===== config.mk =====
export PLATFORM = sky130hd
export DESIGN_NAME = pm_window_cfg
export DESIGN_NICKNAME = d
export VERILOG_FILES = /design/src/rtl/pmw_pkg.sv /design/src/rtl/pmw_ext_store.sv /design/src/rtl/pmw_base_reg.sv /design/src/rtl/pmw_window.sv /design/src/rtl/pm_window_cfg.sv
export SDC_FILE = /design/constraint.sdc
export NUM_CORES = 2
export LEC_CHECK = 0
export BUFFER_PORTS_ARGS = -buffer_cell sky130_fd_sc_hd__buf_2
export CORE_UTILIZATION = 55
export DETAILED_ROUTE_END_ITERATION = 10
export GPL_TIMING_DRIVEN = 0
export PLACE_DENSITY = 0.71
export SETUP_SLACK_MARGIN = 0.5
export SYNTH_ARGS = -nofsm -noshare
export SYNTH_HDL_FRONTEND = slang
export SYNTH_SLANG_ARGS = --single-unit
export TNS_END_PERCENT = 30

===== constraint.sdc =====
create_clock -name clk -period 3.5 [get_ports clk]
set_input_delay 0.7 -clock clk [delete_from_list [all_inputs] [get_ports clk]]
set_output_delay 0.7 -clock clk [all_outputs]
set_load 0.005 [all_outputs]

===== src/rtl/pmw_pkg.sv =====
// Package: shared constants and helpers for the power-management window
// decoder. Assumes a byte-lane width of 8 and four lanes per dword.
package pmw_pkg;

    localparam int LANES  = 4;
    localparam int LANE_W = 8;

    typedef logic [LANE_W-1:0] cfg_byte_t;

    // Apply a window mask to a 32-bit base value and force bit 0 high.
    function automatic logic [31:0] shape_base(input logic [31:0] merged,
                                               input logic [31:0] mask32);
        return (merged & mask32) | 32'h1;
    endfunction

endpackage


===== src/rtl/pmw_ext_store.sv =====
// Module: pmw_ext_store
// Byte storage for the configuration space. Bytes below HDR_BYTES are
// constant zero and never written. One byte (KEEP_OFS) stores only the bits
// in KEEP_MASK. Assumes dword-indexed, byte-enabled writes.
module pmw_ext_store #(
    parameter int         CFG_BYTES = 256,
    parameter int         HDR_BYTES = 64,
    parameter int         KEEP_OFS  = 8'hD2,
    parameter logic [7:0] KEEP_MASK = 8'h0F,
    localparam int        DWAW      = $clog2(CFG_BYTES / 4)
) (
    input  logic                   clk,
    input  logic                   rst_n,
    input  logic                   wr,
    input  logic [DWAW-1:0]        dw,
    input  logic [3:0]             be,
    input  logic [31:0]            wdata,
    output logic [8*CFG_BYTES-1:0] bytes_o
);

    for (genvar b = 0; b < CFG_BYTES; b++) begin : g_byte
        localparam logic [DWAW-1:0] MY_DW   = DWAW'(b / 4);
        localparam int              MY_LANE = b % 4;
        if (b < HDR_BYTES) begin : g_hdr
            assign bytes_o[8*b +: 8] = 8'h00;
        end else begin : g_reg
            logic [7:0] q;
            logic       sel;
            assign sel = wr && (dw == MY_DW) && be[MY_LANE];
            // Capture the addressed lane; clear on reset.
            always_ff @(posedge clk) begin
                if (!rst_n) begin
                    q <= 8'h00;
                end else if (sel) begin
                    if (b == KEEP_OFS) q <= wdata[8*MY_LANE +: 8] & KEEP_MASK;
                    else               q <= wdata[8*MY_LANE +: 8];
                end
            end
            assign bytes_o[8*b +: 8] = q;

            if (b == KEEP_OFS) begin : g_keep_chk
                // bits outside the kept nibble never become set.
                p_keep_nibble_r6: assert property (@(posedge clk) disable iff (!rst_n)
                    (q & ~KEEP_MASK) == 8'h00);
            end
        end
    end

endmodule


===== src/rtl/pmw_base_reg.sv =====
// Module: pmw_base_reg
// One relocatable base register held at dword index BASE_DW. A write that
// touches any lane merges the enabled lanes with the held value. The result
// is then masked with MASK and bit 0 is forced high. Assumes the register
// is dword aligned.
module pmw_base_reg #(
    parameter int          DWAW    = 6,
    parameter int          IO_AW   = 16,
    parameter int          BASE_DW = 6'h12,
    parameter logic [15:0] MASK    = 16'hFF80
) (
    input  logic            clk,
    input  logic            rst_n,
    input  logic            wr,
    input  logic [DWAW-1:0] dw,
    input  logic [3:0]      be,
    input  logic [31:0]     wdata,
    output logic [31:0]     value_o,
    output logic [IO_AW-1:0] base_o
);
    import pmw_pkg::*;

    localparam logic [31:0]     MASK32 = 32'(MASK);
    localparam logic [DWAW-1:0] MY_DW  = DWAW'(BASE_DW);

    logic        sel;
    logic [31:0] merged;
    logic [31:0] value_q;

    assign sel = wr && (dw == MY_DW) && (|be);

    for (genvar l = 0; l < LANES; l++) begin : g_lane
        // Choose the new byte for an enabled lane, else keep the held byte.
        assign merged[8*l +: 8] = be[l] ? wdata[8*l +: 8] : value_q[8*l +: 8];
    end

    // Hold the shaped base; reset value is 1 (bit 0 set, base 0).
    always_ff @(posedge clk) begin
        if (!rst_n)   value_q <= 32'h1;
        else if (sel) value_q <= shape_base(merged, MASK32);
    end

    assign value_o = value_q;
    assign base_o  = value_q[IO_AW-1:0];

    // bits outside the mask stay at 0 and bit 0 stays at 1.
    p_low_forced_r2: assert property (@(posedge clk) disable iff (!rst_n)
        (value_q & ~MASK32) == 32'h1);

    // without a selecting write the register holds.
    p_hold_r10: assert property (@(posedge clk) disable iff (!rst_n)
        !sel |=> $stable(value_q));

    // a disabled lane 1 keeps its byte through a merge.
    p_merge_keep_r4: assert property (@(posedge clk) disable iff (!rst_n)
        (sel && !be[1]) |=> value_q[15:8] == $past(value_q[15:8]));

endmodule


===== src/rtl/pmw_window.sv =====
// Module: pmw_window
// Address comparator for one I/O window. The window is enabled by en. Its
// size is given by the zero low bits of MASK. Assumes base already carries
// the mask.
module pmw_window #(
    parameter int          IO_AW = 16,
    parameter logic [15:0] MASK  = 16'hFF80
) (
    input  logic             clk,
    input  logic             rst_n,
    input  logic             en,
    input  logic [IO_AW-1:0] base,
    input  logic [IO_AW-1:0] io_addr,
    output logic             hit
);

    localparam logic [IO_AW-1:0] M = IO_AW'(MASK);

    // Match the upper address bits against the base when enabled.
    always_comb begin
        hit = en && ((io_addr & M) == (base & M));
    end

    // a hit never appears while the window is disabled.
    p_hit_needs_en_r7: assert property (@(posedge clk) disable iff (!rst_n)
        hit |-> en);

endmodule


===== src/rtl/pm_window_cfg.sv =====
// Module: pm_window_cfg
// Configuration unit with two relocatable I/O windows. Writes are
// dword-indexed and byte-enabled, and take effect at the clock edge. Reads
// are combinational. Hit outputs are combinational from io_addr.
module pm_window_cfg #(
    parameter int          CFG_BYTES   = 256,
    parameter int          HDR_BYTES   = 64,
    parameter int          IO_AW       = 16,
    parameter int          ACPI_OFS    = 8'h48,
    parameter logic [15:0] ACPI_MASK   = 16'hFF80,
    parameter int          ACPI_EN_OFS = 8'h41,
    parameter int          ACPI_EN_BIT = 7,
    parameter int          SMB_OFS     = 8'h90,
    parameter logic [15:0] SMB_MASK    = 16'hFFF0,
    parameter int          SMB_EN_OFS  = 8'hD2,
    parameter int          SMB_EN_BIT  = 0,
    parameter logic [7:0]  SMB_EN_KEEP = 8'h0F,
    localparam int         DWAW        = $clog2(CFG_BYTES / 4)
) (
    input  logic             clk,
    input  logic             rst_n,
    input  logic             cfg_wr,
    input  logic [DWAW-1:0]  cfg_dw,
    input  logic [3:0]       cfg_be,
    input  logic [31:0]      cfg_wdata,
    output logic [31:0]      cfg_rdata,
    input  logic [IO_AW-1:0] io_addr,
    output logic             acpi_hit,
    output logic             smb_hit
);

    localparam logic [DWAW-1:0] ACPI_DW = DWAW'(ACPI_OFS / 4);
    localparam logic [DWAW-1:0] SMB_DW  = DWAW'(SMB_OFS / 4);

    logic [8*CFG_BYTES-1:0] bytes;
    logic [31:0]            acpi_val, smb_val;
    logic [IO_AW-1:0]       acpi_base, smb_base;
    logic                   acpi_en, smb_en;

    pmw_ext_store #(
        .CFG_BYTES(CFG_BYTES), .HDR_BYTES(HDR_BYTES),
        .KEEP_OFS(SMB_EN_OFS), .KEEP_MASK(SMB_EN_KEEP)
    ) u_store (
        .clk(clk), .rst_n(rst_n), .wr(cfg_wr), .dw(cfg_dw), .be(cfg_be),
        .wdata(cfg_wdata), .bytes_o(bytes)
    );

    pmw_base_reg #(
        .DWAW(DWAW), .IO_AW(IO_AW), .BASE_DW(ACPI_OFS / 4), .MASK(ACPI_MASK)
    ) u_acpi_base (
        .clk(clk), .rst_n(rst_n), .wr(cfg_wr), .dw(cfg_dw), .be(cfg_be),
        .wdata(cfg_wdata), .value_o(acpi_val), .base_o(acpi_base)
    );

    pmw_base_reg #(
        .DWAW(DWAW), .IO_AW(IO_AW), .BASE_DW(SMB_OFS / 4), .MASK(SMB_MASK)
    ) u_smb_base (
        .clk(clk), .rst_n(rst_n), .wr(cfg_wr), .dw(cfg_dw), .be(cfg_be),
        .wdata(cfg_wdata), .value_o(smb_val), .base_o(smb_base)
    );

    assign acpi_en = bytes[8*ACPI_EN_OFS + ACPI_EN_BIT];
    assign smb_en  = bytes[8*SMB_EN_OFS + SMB_EN_BIT];

    pmw_window #(.IO_AW(IO_AW), .MASK(ACPI_MASK)) u_acpi_win (
        .clk(clk), .rst_n(rst_n), .en(acpi_en), .base(acpi_base),
        .io_addr(io_addr), .hit(acpi_hit)
    );

    pmw_window #(.IO_AW(IO_AW), .MASK(SMB_MASK)) u_smb_win (
        .clk(clk), .rst_n(rst_n), .en(smb_en), .base(smb_base),
        .io_addr(io_addr), .hit(smb_hit)
    );

    // Select the addressed dword: base registers override plain storage.
    always_comb begin
        if (cfg_dw == ACPI_DW)     cfg_rdata = acpi_val;
        else if (cfg_dw == SMB_DW) cfg_rdata = smb_val;
        else                       cfg_rdata = bytes[32*cfg_dw +: 32];
    end

    // a header dword always reads zero.
    p_header_zero_r9: assert property (@(posedge clk) disable iff (!rst_n)
        (cfg_dw < DWAW'(HDR_BYTES / 4)) |-> cfg_rdata == 32'h0);

    // the enable byte changes only through a write to its dword.
    p_en_hold_r5: assert property (@(posedge clk) disable iff (!rst_n)
        !(cfg_wr && cfg_dw == DWAW'(ACPI_EN_OFS / 4)) |=> $stable(acpi_en));

endmodule


== Word-level counts from Yosys, hierarchy flattened ==
Index checks and enable logic that the tools add are counted.

* Register bits: 1553
* Bits in latches: 0
* Memory bits (writable): 0
* Bits in read-only memories: 0
* Bits of input ports: 61
* Output and inout port bits: 34
* Logic and storage cells: 498
* Memories: 0

* Add/sub/neg operators: 0
* Multipliers: 0
* Divide/modulo/power cells: 0
* Magnitude comparators: 0
* Equality and inequality tests: 50
* Shift-type cells: 1
* Mux-type cells: 2
* Bitwise operators: 0
* Reduce and logical (&&, ||, !) cells: 249

{| class="wikitable"
|+ Operator list
! kind !! number
|-
| $shiftx 2048x12->32 || 1
|-
| $logic_and 1x1->1 || 244
|-
| $eq 6x6->1 const B || 32
|-
| $eq 6x5->1 const B || 16
|-
| $mux 32 || 2
|-
| $eq 12x12->1 || 1
|-
| $eq 9x9->1 || 1
|-
| $reduce_and 2->1 || 4
|-
| $reduce_or 4->1 || 1
|}

== Depth between registers and ports, before layout ==
* Word-level depth: 4
* Gate-level depth with buffers: 10
* Mapped depth without buffers: 5

== Modules after synthesis ==
A second synthesis with hierarchy kept.

* Cells, all modules: 7554
* Area total of the unflattened synthesis: 79362.4 sq um

{| class="wikitable"
|+ By module, submodules not included
! module !! instances !! cells an instance !! area an instance (sq um) !! seq. area each (sq um)
|-
| pmw_ext_store || 1 || 5770 || 60007.6 || 30669.4
|-
| pm_window_cfg || 1 || 1577 || 17580.6 || 0.0
|-
| pmw_base_reg at u_smb_base || 1 || 93 || 814.5 || 240.2
|-
| pmw_base_reg at u_acpi_base || 1 || 84 || 715.7 || 180.2
|-
| pmw_window at u_smb_win || 1 || 17 || 138.9 || 0.0
|-
| pmw_window at u_acpi_win || 1 || 13 || 105.1 || 0.0
|}

== Worst setup path after synthesis ==
No wires, ideal clock.

* Path kind: input -> output
* From: input port cfg_dw[0]
* To: output port cfg_rdata[23]
* Arrival time: 2.389 ns
* Data required time: 2.800 ns
* Setup slack: 0.411 ns
* Stages: 7
* Path buffers: 3
* Path through: buf_6 > buf_4 > buf_2 > mux4_2 > a221oi_1 > nand2_1 > a32o_1

* Word-level cells in the longest chain between the ends: 3
* Elaborated cells between the ends (all ways): 5
* Classes of those cells: 2 x eq/ne; 1 x shift; 2 x mux

{| class="wikitable"
|+ Ends and longest elaborated chain
! what !! RTL line !! source
|-
| start: declaration || pm_window_cfg.sv:23 || <nowiki>input logic [DWAW-1:0] cfg_dw,</nowiki>
|-
| $shiftx 2048x12->32 / $eq 6x6->1 (equally long branches) || pm_window_cfg.sv:79, pm_window_cfg.sv:78 ||
|-
| $mux 32 || pm_window_cfg.sv:78 || <nowiki>else if (cfg_dw == SMB_DW) cfg_rdata = smb_val;</nowiki>
|-
| $mux 32 (*) || pm_window_cfg.sv:77 || <nowiki>if (cfg_dw == ACPI_DW) cfg_rdata = acpi_val;</nowiki>
|-
| end: declaration || pm_window_cfg.sv:26 || <nowiki>output logic [31:0] cfg_rdata,</nowiki>
|}

Every way passes the cells marked *; elsewhere a longest branch is shown, timed or not.

== Worst setup path after layout ==
* From: input port cfg_dw[0]
* To: output port cfg_rdata[21]

The elaborated chain is that of the path after synthesis.

==> impl_metrics.toml <==
[sta]
fmax_ghz = 0.2544
setup_violations = 32
maxSlewViolCount = 150
worst_clock_skew_ns = 0
tightest_slew_ns = 1.894
fin_ws_ns = -0.4304
fin_crit_sh = 1.123
rsz0062_at_grt = "true"
fin_setup_tns_ns = -8.894
hold_viol_final = 0
slew_headroom = -0.2625
period_needed_ns = 3.930

[logic_synthesis]
yosysWarningCount = 0
synth_ff_type = "dfxtp_1"
syn_inst = 8048
syn_nets = 8109
ys_seq_area_frac = 0.4246
ys_seq_elements = 1552
synth-edff-count = 0
avgSynthCellArea_sq_um = 9.092
ys_types = 56
async_reset_ff_frac = 0
netlist_area_sq_um = 73170

[floorplan]
core_area_sq_um = 131800
dieHeight_microns = 366.7
initial_core_util = 0.5552
num_io_pins = 95
fp.dieArea_sq_um = 134500
die_width_microns = 366.7
fp-row-count = 133

[job]
drv_cap = 12

[drt]
drc = 0
ant_nets = 0
routed.top_layer = "met5"
vias = 73750
first_pass_iters = 11
wirelength_met1_mm = 134.9
drt-initial-drc-count = 13950
route.met2.wl_mm = 148.2
drt-total-wl_mm = 392.8
avgViaCountPerCell = 7.158
wl_per_cell_microns = 38.12
wl_met3_mm = 75.09

[critical_path]
cpMostUsedCell = "buf_16"
path_cells = "buf_12 > buf_16 > buf_16 > buf_16 > buf_16 > buf_16 > mux2i_4 > nor3_2 > a21oi_2 > nand4_1 > a32o_2 > buf_2"
setup.worst_path.class = "in -> out"
path_max_fanout = 7
slowest_stage = "a32o_2"
start_kind = "input port"
slowest_delay_ns = 0.48
crit_required_ns = 2.80
end_kind = "output port"
crit_family = "buffers and inverters"
crit_arrival_ns = 3.23
path_buf_inv = 7

[grt]
grt_max_degree = 17
grtUsageTotal = 0.5637
antenna_found_initial = 36
globalRouteOverflowTotal = 0
grt_pass1_wl_mm = 523.8
grt_pass1_vias = 66350

[layout]
syn_to_final_growth_pct = 16.32
fill_cells = 11190
mostFrequentLayoutCell = "nand2_1"
layout.nets = 8439
design_area_sq_um = 85110
final_cell_mix = "1762 x nand2_1, 1550 x dfxtp_1, 1481 x nand3_1"
layout-drive-gt1-share = 0.1534

[power]
p_leak_nw = 27.24
power_density_nw_per_um2 = 472.2
vdd_drop_max_mv = 0.4499
power_mw = 40.19

[clock_tree]
clock_sinks = 1552
clock_path_buffers = 3
htree_levels = 4
clock_latency_ns = 0.82
clock-root-buffer = "clkbuf_16"
cts_tree = "yes"
clk_pin_slew_ns = 0.06
cts_buffers = 169

[place]
numPortBuffers = 53
place_congestion = 1.113
dpl.hpwl_mm = 301.1
dp_slack_ns = -2.037
dpl_cell_area_sq_um = 75680

[run_status]
failed_checks = "capacitance limit, slew limit, setup timing"
status = "complete, but fails checks"

[hold_path]
worst_hold_path_type = "in -> reg"
==> cells in the mapped netlist, types with 2 or more instances <==
library cell | n | share of area
nand2_1 | 1767 | 0.091
dfxtp_1 | 1552 | 0.42
nand3_1 | 1482 | 0.10
a21boi_0 | 1286 | 0.13
clkbuf_1 | 552 | 0.028
mux4_2 | 386 | 0.12
a21boi_1 | 251 | 0.026
buf_2 | 180 | 0.012
a22oi_1 | 90 | 0.0092
mux2i_1 | 87 | 0.012
buf_4 | 67 | 0.0069
a21oi_1 | 45 | 0.0031
nor2b_1 | 45 | 0.0038
a211o_1 | 24 | 0.0029
nor3_4 | 23 | 0.0051
nor3_1 | 19 | 0.0013
xnor2_1 | 17 | 0.0020
buf_6 | 16 | 0.0025
o22ai_1 | 12 | 0.0010
buf_1 | 11 | 0.00056
nor4_4 | 11 | 0.0032
o2111ai_1 | 11 | 0.0013
o21ai_0 | 11 | 0.00075
nor2_2 | 10 | 0.00085
o211ai_1 | 10 | 0.0010
and2_1 | 9 | 0.00077
nand2b_1 | 9 | 0.00077
o221ai_1 | 9 | 0.0011
nand4_1 | 7 | 0.00060
nor2_1 | 6 | 0.00031
a32o_1 | 4 | 0.00055
mux2_2 | 4 | 0.00062
xor2_1 | 4 | 0.00048
nor4bb_1 | 3 | 0.00041
a22o_1 | 2 | 0.00024
a311o_1 | 2 | 0.00027
a31oi_1 | 2 | 0.00017
nand3b_1 | 2 | 0.00021
nor4_1 | 2 | 0.00017
or4b_1 | 2 | 0.00027
==> per-layer routing <==
layer,vias up,global-route usage
met5,-,0.01068
met1,35760,0.6887
met2,7052,0.7352
met4,40,0.3944
li1,29230,-
met3,1669,0.3204
==> per-stage QoR <==
stage / hold slack [ns] / util / cells
2_1_floorplan: 0.4319 / - / 8048
3_3_place_gp: 0.4373 / 0.5742 / 9856
3_5_place_dp: 0.4438 / 0.5742 / 9856
4_1_cts: 0.3287 / 0.6364 / 10210
5_1_grt: 0.3869 / 0.6450 / 10270
6_report: 0.3676 / 0.6458 / 10300
==> cell type report <==
| class | count | area [sq um] | area share |
|---|---|---|---|
| multi-input cells | 5670 | 39270 | 0.4614 |
| flip-flops and latches | 1552 | 31070 | 0.3651 |
| diodes | 40 | 100.1 | 0.001176 |
| clock inverters | 52 | 518.0 | 0.006086 |
| repair buffers | 159 | 1715 | 0.02015 |
| well taps | 1755 | 2196 | 0.02580 |
| plain buffers | 826 | 5251 | 0.06170 |
| clock buffers | 250 | 4989 | 0.05861 |
==> cell families after synthesis <==
logic type | after synthesis | synth area share
and+or+nand+nor | 3409 | 0.2112
AOI/OAI and AO/OA | 1763 | 0.1798
DFF | 1552 | 0.4246
buffers and inverters | 826 | 0.05053
muxes | 477 | 0.1313
xor gates and xnor gates | 21 | 0.002514
==> worst min-delay path: stages <==
cell      delay (ns)
clkbuf_1        0.24
nand3_1         0.14
a21boi_1        0.05
==> flip-flops by register name (all words and copies together) (netlist names) <==
signal,cells
u_store.g_byte.g_reg.q,1531
u_acpi_base.value_o,9
u_smb_base.value_o,12
==> path summary, 6_finish.rpt <==
check	from	end	slack (ns)	cells past startpoint
setup / recovery	cfg_dw[0]	cfg_rdata[21]	-0.43	12
hold / removal	cfg_wdata[31]	u_store.g_byte[243].g_reg.q[7]	0.37	3
setup reg to reg	u_store.g_byte[210].g_reg.q[0]	u_store.g_byte[210].g_reg.q[0]	2.30	2
hold reg to reg	u_store.g_byte[184].g_reg.q[4]	u_store.g_byte[184].g_reg.q[4]	0.45	2
==> what timing repair did <==
item | 4_1_cts | 5_1_grt
setup endpoints to repair | 151 | 63
resized for setup | 537 | 102
gates cloned | 3 | 1
setup buffers | 50 | 52
pin swaps | 48 | 47
hold buffers | 0 | 0
==> power by group <==
part	switching [mW]	internal [mW]
Clock	8.13	10.3
Combinational	2.97	1.10
Sequential	0.0288	17.7
Total	11.1	29.1
(Power assumes the default switching activity.)
